--- src/rtl/dist_pkg.sv ---
package dist_pkg;
    localparam logic [11:0] A_CTRL = 12'h000;
    localparam logic [11:0] A_TYPE = 12'h004;
    localparam logic [11:0] A_SGI  = 12'hF00;
    localparam logic [4:0]  R_ENS  = 5'b00010;   // 0x100
    localparam logic [4:0]  R_ENC  = 5'b00011;   // 0x180
    localparam logic [4:0]  R_PND  = 5'b00100;   // 0x200
    localparam logic [4:0]  R_PCL  = 5'b00101;   // 0x280
    localparam logic [4:0]  R_CFG  = 5'b11000;   // 0xC00
    localparam logic [1:0]  R_TGT  = 2'b10;      // 0x800..0xBFF
endpackage

--- src/rtl/dist_trigger.sv ---
module dist_trigger #(
    parameter int W = 8
) (
    input  logic         clk,
    input  logic         rst_n,
    input  logic [W-1:0] line_i,
    output logic [W-1:0] rise_o
);
    logic [W-1:0] prev_d, prev_q;

    always_comb begin
        prev_d = line_i;
    end

    always_ff @(posedge clk) begin
        if (!rst_n) prev_q <= '0;
        else        prev_q <= prev_d;
    end

    assign rise_o = line_i & ~prev_q;
endmodule

--- src/rtl/dist_route.sv ---
module dist_route #(
    parameter int NCPU = 4,
    parameter int NSPI = 32
) (
    input  logic                       gate_i,
    input  logic [NCPU-1:0][31:0]      en_p_i,
    input  logic [NCPU-1:0][31:0]      act_p_i,
    input  logic [NSPI-1:0]            en_s_i,
    input  logic [NSPI-1:0]            act_s_i,
    input  logic [NSPI-1:0][NCPU-1:0]  tgt_i,
    output logic [NCPU-1:0]            irq_o
);
    for (genvar c = 0; c < NCPU; c++) begin : g_cpu
        logic [NSPI-1:0] col;
        for (genvar j = 0; j < NSPI; j++) begin : g_col
            assign col[j] = tgt_i[j][c];
        end
        assign irq_o[c] = gate_i & ((|(en_p_i[c] & act_p_i[c])) |
                                    (|(en_s_i & act_s_i & col)));
    end
endmodule

--- src/rtl/irq_distributor.sv ---
module irq_distributor #(
    parameter int NCPU = 4,
    parameter int NSRC = 64,
    parameter int CW   = (NCPU > 1) ? $clog2(NCPU) : 1
) (
    input  logic                 clk,
    input  logic                 rst_n,
    input  logic [CW-1:0]        bus_cpu,
    input  logic [11:0]          bus_addr,
    input  logic [31:0]          bus_wdata,
    input  logic                 bus_we,
    output logic [31:0]          bus_rdata,
    input  logic [NCPU*16-1:0]   ppi_in,
    input  logic [NSRC-33:0]     spi_in,
    output logic [NCPU-1:0]      irq_out
);
    import dist_pkg::*;

    localparam int NSPI   = NSRC - 32;
    localparam int NW     = NSRC / 32;
    localparam int NCAP   = (NSRC > 510) ? 510 : NSRC;
    localparam int TYPE_N = (NCAP + 31) / 32 - 1;

    typedef struct packed {
        logic                      ctrl;
        logic [NCPU-1:0][31:0]     en_p;
        logic [NCPU-1:0][31:0]     pd_p;
        logic [NSPI-1:0]           en_s;
        logic [NSPI-1:0]           pd_s;
        logic [NSRC-1:0]           cfg;
        logic [NSPI-1:0][NCPU-1:0] tgt;
    } state_t;

    state_t s_d, s_q;

    logic [NCPU*16-1:0]    rise_p;
    logic [NSPI-1:0]       rise_s;
    logic [NCPU-1:0][31:0] act_p;
    logic [NSPI-1:0]       act_s;

    // address decode
    logic [4:0]  word;
    logic [7:0]  tw;
    logic        is_ens, is_enc, is_pnd, is_pcl, is_cfg, is_tgt, is_sgi;
    logic [15:0] oh_cpu;

    assign word   = bus_addr[6:2];
    assign tw     = bus_addr[9:2];
    assign is_ens = bus_addr[11:7] == R_ENS;
    assign is_enc = bus_addr[11:7] == R_ENC;
    assign is_pnd = bus_addr[11:7] == R_PND;
    assign is_pcl = bus_addr[11:7] == R_PCL;
    assign is_cfg = bus_addr[11:7] == R_CFG;
    assign is_tgt = bus_addr[11:10] == R_TGT;
    assign is_sgi = bus_addr == A_SGI;
    assign oh_cpu = 16'(1) << bus_cpu;

    dist_trigger #(.W(NCPU*16)) u_trig_p (
        .clk(clk), .rst_n(rst_n), .line_i(ppi_in), .rise_o(rise_p));

    dist_trigger #(.W(NSPI)) u_trig_s (
        .clk(clk), .rst_n(rst_n), .line_i(spi_in), .rise_o(rise_s));

    // effective pending: latch for edge sources, live input for level ones
    always_comb begin
        for (int c = 0; c < NCPU; c++) begin
            act_p[c][15:0] = s_q.pd_p[c][15:0];
            for (int k = 0; k < 16; k++)
                act_p[c][16+k] = s_q.cfg[16+k] ? s_q.pd_p[c][16+k] : ppi_in[c*16+k];
        end
        for (int j = 0; j < NSPI; j++)
            act_s[j] = s_q.cfg[32+j] ? s_q.pd_s[j] : spi_in[j];
    end

    // next state
    always_comb begin
        s_d = s_q;
        if (bus_we) begin
            if (bus_addr == A_CTRL) s_d.ctrl = bus_wdata[0];
            if (is_ens || is_enc || is_pcl || is_cfg) begin
                if (word == 5'd0) begin
                    if (is_ens) s_d.en_p[bus_cpu] = s_q.en_p[bus_cpu] | bus_wdata;
                    if (is_enc) s_d.en_p[bus_cpu] = s_q.en_p[bus_cpu] & ~bus_wdata;
                    if (is_pcl) s_d.pd_p[bus_cpu] = s_q.pd_p[bus_cpu] & ~bus_wdata;
                end
                for (int w = 1; w < NW; w++) begin
                    if (word == 5'(w)) begin
                        if (is_ens) s_d.en_s[(w-1)*32 +: 32] = s_q.en_s[(w-1)*32 +: 32] | bus_wdata;
                        if (is_enc) s_d.en_s[(w-1)*32 +: 32] = s_q.en_s[(w-1)*32 +: 32] & ~bus_wdata;
                        if (is_pcl) s_d.pd_s[(w-1)*32 +: 32] = s_q.pd_s[(w-1)*32 +: 32] & ~bus_wdata;
                    end
                end
                for (int w = 0; w < NW; w++)
                    if (is_cfg && word == 5'(w)) s_d.cfg[w*32 +: 32] = bus_wdata;
            end
            if (is_tgt) begin
                for (int j = 0; j < NSPI; j++)
                    if (tw == 8'(16 + j/2))
                        s_d.tgt[j] = (j % 2 == 1) ? bus_wdata[16 +: NCPU] : bus_wdata[0 +: NCPU];
            end
            if (is_sgi) begin
                for (int c = 0; c < NCPU; c++)
                    if (bus_wdata[8+c]) s_d.pd_p[c][bus_wdata[3:0]] = 1'b1;
            end
        end
        s_d.cfg[15:0] = '1;
        // edge latching wins over a clear in the same cycle; level sources hold no latch
        for (int c = 0; c < NCPU; c++)
            s_d.pd_p[c][31:16] = (s_d.pd_p[c][31:16] | rise_p[c*16 +: 16]) & s_d.cfg[31:16];
        s_d.pd_s = (s_d.pd_s | rise_s) & s_d.cfg[NSRC-1:32];
    end

    always_ff @(posedge clk) begin
        if (!rst_n) begin
            s_q           <= '0;
            s_q.cfg[15:0] <= '1;
        end else begin
            s_q <= s_d;
        end
    end

    // read mux
    always_comb begin
        bus_rdata = '0;
        if (bus_addr == A_CTRL) bus_rdata = {31'b0, s_q.ctrl};
        if (bus_addr == A_TYPE) bus_rdata = {27'b0, 5'(TYPE_N)};
        if (is_ens || is_enc || is_pnd || is_pcl) begin
            if (word == 5'd0) bus_rdata = (is_ens || is_enc) ? s_q.en_p[bus_cpu] : act_p[bus_cpu];
            for (int w = 1; w < NW; w++)
                if (word == 5'(w))
                    bus_rdata = (is_ens || is_enc) ? s_q.en_s[(w-1)*32 +: 32] : act_s[(w-1)*32 +: 32];
        end
        if (is_cfg) begin
            for (int w = 0; w < NW; w++)
                if (word == 5'(w)) bus_rdata = s_q.cfg[w*32 +: 32];
        end
        if (is_tgt) begin
            if (tw < 8'd16) bus_rdata = {oh_cpu, oh_cpu};
            for (int j = 0; j < NSPI; j++)
                if (tw == 8'(16 + j/2)) begin
                    if (j % 2 == 1) bus_rdata[31:16] = 16'(s_q.tgt[j]);
                    else            bus_rdata[15:0]  = 16'(s_q.tgt[j]);
                end
        end
    end

    dist_route #(.NCPU(NCPU), .NSPI(NSPI)) u_route (
        .gate_i(s_q.ctrl), .en_p_i(s_q.en_p), .act_p_i(act_p),
        .en_s_i(s_q.en_s), .act_s_i(act_s), .tgt_i(s_q.tgt), .irq_o(irq_out));

    AST_GATE_OFF: assert property (@(posedge clk) disable iff (!rst_n)
        !s_q.ctrl |-> irq_out == '0);
    AST_EN_HOLD: assert property (@(posedge clk) disable iff (!rst_n)
        !(bus_we && (is_ens || is_enc)) |=> $stable(s_q.en_s) && $stable(s_q.en_p));
    AST_ENSET_STICK: assert property (@(posedge clk) disable iff (!rst_n)
        (bus_we && is_ens && word == 5'd1) |=> (s_q.en_s[31:0] & $past(bus_wdata)) == $past(bus_wdata));
    AST_SGI_CFG_FIXED: assert property (@(posedge clk) disable iff (!rst_n)
        (is_cfg && word == 5'd0) |-> bus_rdata[15:0] == 16'hFFFF);
    AST_PRIV_TGT_ONEHOT: assert property (@(posedge clk) disable iff (!rst_n)
        (is_tgt && tw < 8'd16) |-> $onehot(bus_rdata[15:0]) && bus_rdata[31:16] == bus_rdata[15:0]);
    AST_SGI_LANDS: assert property (@(posedge clk) disable iff (!rst_n)
        (bus_we && is_sgi && bus_wdata[8]) |=> s_q.pd_p[0][$past(bus_wdata[3:0])]);
endmodule

--- config.mk ---
export PLATFORM = sky130hd
export DESIGN_NAME = irq_distributor
export DESIGN_NICKNAME = d
export VERILOG_FILES = /design/src/rtl/dist_pkg.sv /design/src/rtl/dist_trigger.sv /design/src/rtl/dist_route.sv /design/src/rtl/irq_distributor.sv
export SDC_FILE = /design/constraint.sdc
export NUM_CORES = 2
export LEC_CHECK = 0
export ABC_AREA = 1
export CAP_MARGIN = 20
export CORE_MARGIN = 4
export CORE_UTILIZATION = 38
export CTS_CLUSTER_DIAMETER = 50
export DETAILED_ROUTE_END_ITERATION = 10
export DONT_BUFFER_PORTS = 1
export GPL_ROUTABILITY_DRIVEN = 0
export PLACE_DENSITY = 0.57
export SYNTH_ARGS = -nofsm -noshare
export SYNTH_HDL_FRONTEND = slang
export SYNTH_HIERARCHICAL = 1
export SYNTH_SLANG_ARGS = --single-unit
--- constraint.sdc ---
create_clock -name clk -period 2.8 [get_ports clk]
set_input_delay 0.42 -clock clk [delete_from_list [all_inputs] [get_ports clk]]
set_output_delay 0.42 -clock clk [all_outputs]
set_load 0.01 [all_outputs]
==> metrics.md <==
| Metric | Value |
|---|---|
| Core Util, Final | `0.492` |
| Final setup violation count | `10` |
| First-pass GRT wire length | `roughly 240000 um` |
| Switching pwr | `~0.0058 W` |
| Final period util | `1.17` |
| Hold Vio Cnt, Final | `0` |
| Worst-path cell chain | `inv_4 -> nand2_1 -> nand3_1 -> nand2_1 -> o21ai_1 -> nand2_1 -> nand2_2 -> nand2_2 -> nand4_1 -> nor2_1 -> nand4_1 -> nand2_1 -> nand4_1 -> nor2_1 -> nand4_1 -> nand2_1 -> a21oi_1 -> buf_4` |
| Peak VDD IR | `roughly 0.00049 V` |
| Fill cell count | `8496` |
| CP Buf/Inv Count | `2` |
| Layout area overhead | `28.5%` |
| Max-slew headroom at the worst pin | `0.230` |
| Sw Share | `0.258` |
| Leakage power | `about 18 nW` |
| Crit path DAT | `2.86 ns` |
| Outcome | `complete, but fails checks` |
| DR pass1 iterations | `8` |
| Fraction of layout instances using a drive strength above 1 | `0.145` |
| Slew Viols, Final | `0` |
| Cell-internal power | `about 0.017 W` |
| Clk_lat worst skew | `0.65 ns` |
| Minimum clock period | `3.28 ns` |
| Combinational power share | `0.084` |
| Post-Syn Nets | `around 5000` |
| DRC Markers | `0` |
| Hold Path Depth | `2` |
| Max-Cap Viols | `0` |
| CTS tree | `done` |
| Total negative slack | `-2.75 ns` |
| Max FO, Critical Path | `5` |
| Violated checks | `negative setup slack` |
| Worst Setup End Kind | `primary output` |
| Initial antenna violation count | `5` |
| Total number of vias | `roughly 38000` |
| Average routed wire per standard cell | `between 20 and 25 um` |
| Setup crit start kind | `flop` |
| CTS Buf Count | `a little under 90` |
| Synth Area per Inst | `between 6 and 7 um^2` |
| Post-synth EDFFs | `0` |
| WL final | `about 160000 um` |
| FP Rows | `~110` |
| Yosys reg bits | `slightly below 600` |
| Power density cells | `~540 nW/um^2` |
| Crit. path cell count | `18` |
| Tot Pwr | `0.0224 W` |
| Clock power frac | `0.534` |
| YS warnings | `6` |
| Kind of cell adding the most delay to the critical path | `simple AND/OR/NAND/NOR gates` |
| Fmax | `305 MHz` |
| Commonest non-fill, non-tap cell in the layout | `nand2_1` |
| Die Span Y | `298 um` |
| Top_reg_cell synth | `dfxtp_1` |
| IO buf count | `0` |
| Die ar. | `89100 um^2` |
| CTS clk-pin slew, worst paths | `about 0.050 ns` |
| Placed insts | `6090` |
| Die X | `298 um` |
| Seq/Total Area, Yosys | `0.370` |
| Highest-count cells in the layout ignoring fill and taps | `nand2_1 (1158), inv_1 (577), dfxtp_1 (561), a21oi_1 (474), nor2_1 (427)` |
| Vias per cell | `about 5.9` |
| Clk sink count | `approximately 590` |
| Clk buf depth | `3` |
| Cell mode on critical path | `nand2_1` |
| Flop pwr share | `0.383` |
| All-Layer GR Usage | `0.350` |
| Final WS setup | `-0.481 ns` |
| NumNets Final | `between 5000 and 6000` |
| Largest net degree at the start of global routing | `about 130` |
| RSZ-0062 raised after global routing | `true` |
| Num ports | `181` |
| Starting density of the core | `0.383` |
| Core area | `roughly 84000 um^2` |
| Layout Cells excl Fill | `between 6000 and 7000` |
| Detailed placement HPWL | `approximately 110000 um` |
| Synth Instances | `4948` |
| Worst-Margin Slew | `roughly 1.2 ns` |
| Library cells used by synthesis | `53` |
| Async set or reset register ratio after synthesis | `0` |
| Antenna Violating Nets Remaining | `0` |
| CTS root buf | `clkbuf_16` |
| Htree depth | `3` |
| Critical path required time | `~2.4 ns` |
| R2R cell count | `10` |
| Worst path max stage delay | `roughly 0.37 ns` |
| Post-Synthesis Cell Area | `~32000 um^2` |
| Vias in the first global route | `between 30000 and 40000` |
| Slowest CP cell | `dfxtp_2` |
| Setup Skew | `approximately 0.04 ns` |
| Hold WC Path Type | `in2reg` |
| CP Class | `reg2out` |
| DRT iter0 DRCs | `approximately 5300` |
| Grt total ovfl | `0` |
[per-stage QoR]
step	hold WS [ns]	instance area, um^2	setup WS (ns)
after floorplan	0.439	32100	0.319
after global placement	0.452	34700	0.00819
after detailed placement	0.458	34700	-0.0710
after CTS	0.000842	40800	-0.528
after global routing	0.0156	41200	-0.667
final	0.0139	41200	-0.481
[metal layers]
layer | global-route usage | share of wire
met3 | 0.0921 | 0.13
met4 | 0.249 | 0.086
met5 | 0 | 0.00016
met2 | 0.509 | 0.41
met1 | 0.449 | 0.38
[cell families (layout without fill, tap and decap cells)]
logic type / Yosys count / in the layout / share of synthesized area
mux: 5 / 5 / 0.00168
simple gates: 2116 / 2117 / 0.271
other cells: 0 / 3 / 0
flops: 593 / 593 / 0.370
buf+inv: 915 / 1354 / 0.114
compound gates: 1319 / 1319 / 0.243
[area by class of cell]
type / count / area, um^2 / area share
multi-input combinational: 3441 / 17200 / 0.418
sequential: 593 / 11900 / 0.289
timing repair buffer: 552 / 5050 / 0.123
clock buffer: 116 / 2460 / 0.0597
inverter: 638 / 2420 / 0.0588
tap: 1134 / 1420 / 0.0344
clock inverter: 48 / 711 / 0.0172
antenna: 3 / 7.51 / 0.000182
[final timing paths]
| kind | slack (ns) | startpoint | to |
|---|---|---|---|
| setup / recovery | -0.48 | s_q[145]$_SDFF_PN0_ | bus_rdata[17] |
| hold / removal | 0.01 | bus_wdata[29] | s_q[157]$_SDFF_PN0_ |
| setup reg to reg | 0.89 | s_q[426]$_SDFFE_PN0P_ | s_q[490]$_SDFFE_PN0P_ |
| hold reg to reg | 0.46 | s_q[343]$_SDFF_PN0_ | s_q[343]$_SDFF_PN0_ |
[timing repair]
action	4_1_cts	5_1_grt
hold endpoints to repair	296	0
setup buffers	30	6
pin swaps	82	78
endpoints found under the setup margin	15	23
cloned	0	1
hold buffers	233	0
resized for setup	200	110
[registers in the layout, indices dropped and copies added (netlist names)]
| signal | flops |
|---|---|
| u_trig_p/prev_q | 64 |
| u_trig_s/prev_q | 32 |
| s_q | 433 |
| act_p | 64 |
[cells in the mapped netlist (3+ instances only)]
library cell | count | area share
a211oi_1 | 51 | 0.012
a21boi_0 | 6 | 0.0014
a21boi_1 | 3 | 0.00070
a21oi_1 | 483 | 0.075
a221oi_1 | 48 | 0.013
a221oi_2 | 7 | 0.0033
a22o_1 | 24 | 0.0066
a22oi_1 | 30 | 0.0070
a311oi_1 | 38 | 0.010
a31o_2 | 3 | 0.00082
a31oi_1 | 25 | 0.0049
a32oi_1 | 27 | 0.0074
buf_1 | 15 | 0.0018
buf_2 | 62 | 0.0097
buf_4 | 9 | 0.0021
buf_6 | 6 | 0.0021
buf_8 | 6 | 0.0028
clkbuf_1 | 177 | 0.021
clkinv_1 | 10 | 0.0012
dfxtp_1 | 593 | 0.37
inv_1 | 610 | 0.071
inv_2 | 18 | 0.0021
mux2_2 | 3 | 0.0011
nand2_1 | 1226 | 0.14
nand2_2 | 8 | 0.0016
nand3_1 | 289 | 0.045
nand3_2 | 3 | 0.00094
nand4_1 | 30 | 0.0059
nor2_1 | 464 | 0.054
nor2_2 | 12 | 0.0023
nor2_4 | 10 | 0.0035
nor3_1 | 45 | 0.0070
nor3_2 | 7 | 0.0022
nor4_1 | 4 | 0.00078
o211ai_1 | 22 | 0.0052
o21a_1 | 17 | 0.0040
o21ai_0 | 418 | 0.065
o221ai_1 | 19 | 0.0052
o22ai_1 | 83 | 0.016
o31ai_1 | 5 | 0.0012
or2_2 | 14 | 0.0027
[worst reg2reg max path: stages, from the launching register on]
cell     delay, ns
dfxtp_1       0.39
o22ai_1       0.12
a21oi_1       0.14
o21a_1        0.36
inv_1         0.10
nand2_1       0.15
nand2_1       0.09
a21oi_1       0.12
a21oi_1       0.05
or2_2         0.27
inv_1         0.05
[power by group through the flow]
| stage | clock (W) | combinational [W] | sequential (W) |
|---|---|---|---|
| 2_1_floorplan | 0 | 0.000903 | 0.00874 |
| 3_3_place_gp | 0 | 0.00133 | 0.00875 |
| 3_5_place_dp | 0 | 0.00133 | 0.00875 |
| 4_1_cts | 0.0120 | 0.00176 | 0.00857 |
| 5_1_grt | 0.0124 | 0.00197 | 0.00857 |
| 6_report | 0.0119 | 0.00187 | 0.00857 |
(Power assumes the default switching activity.)
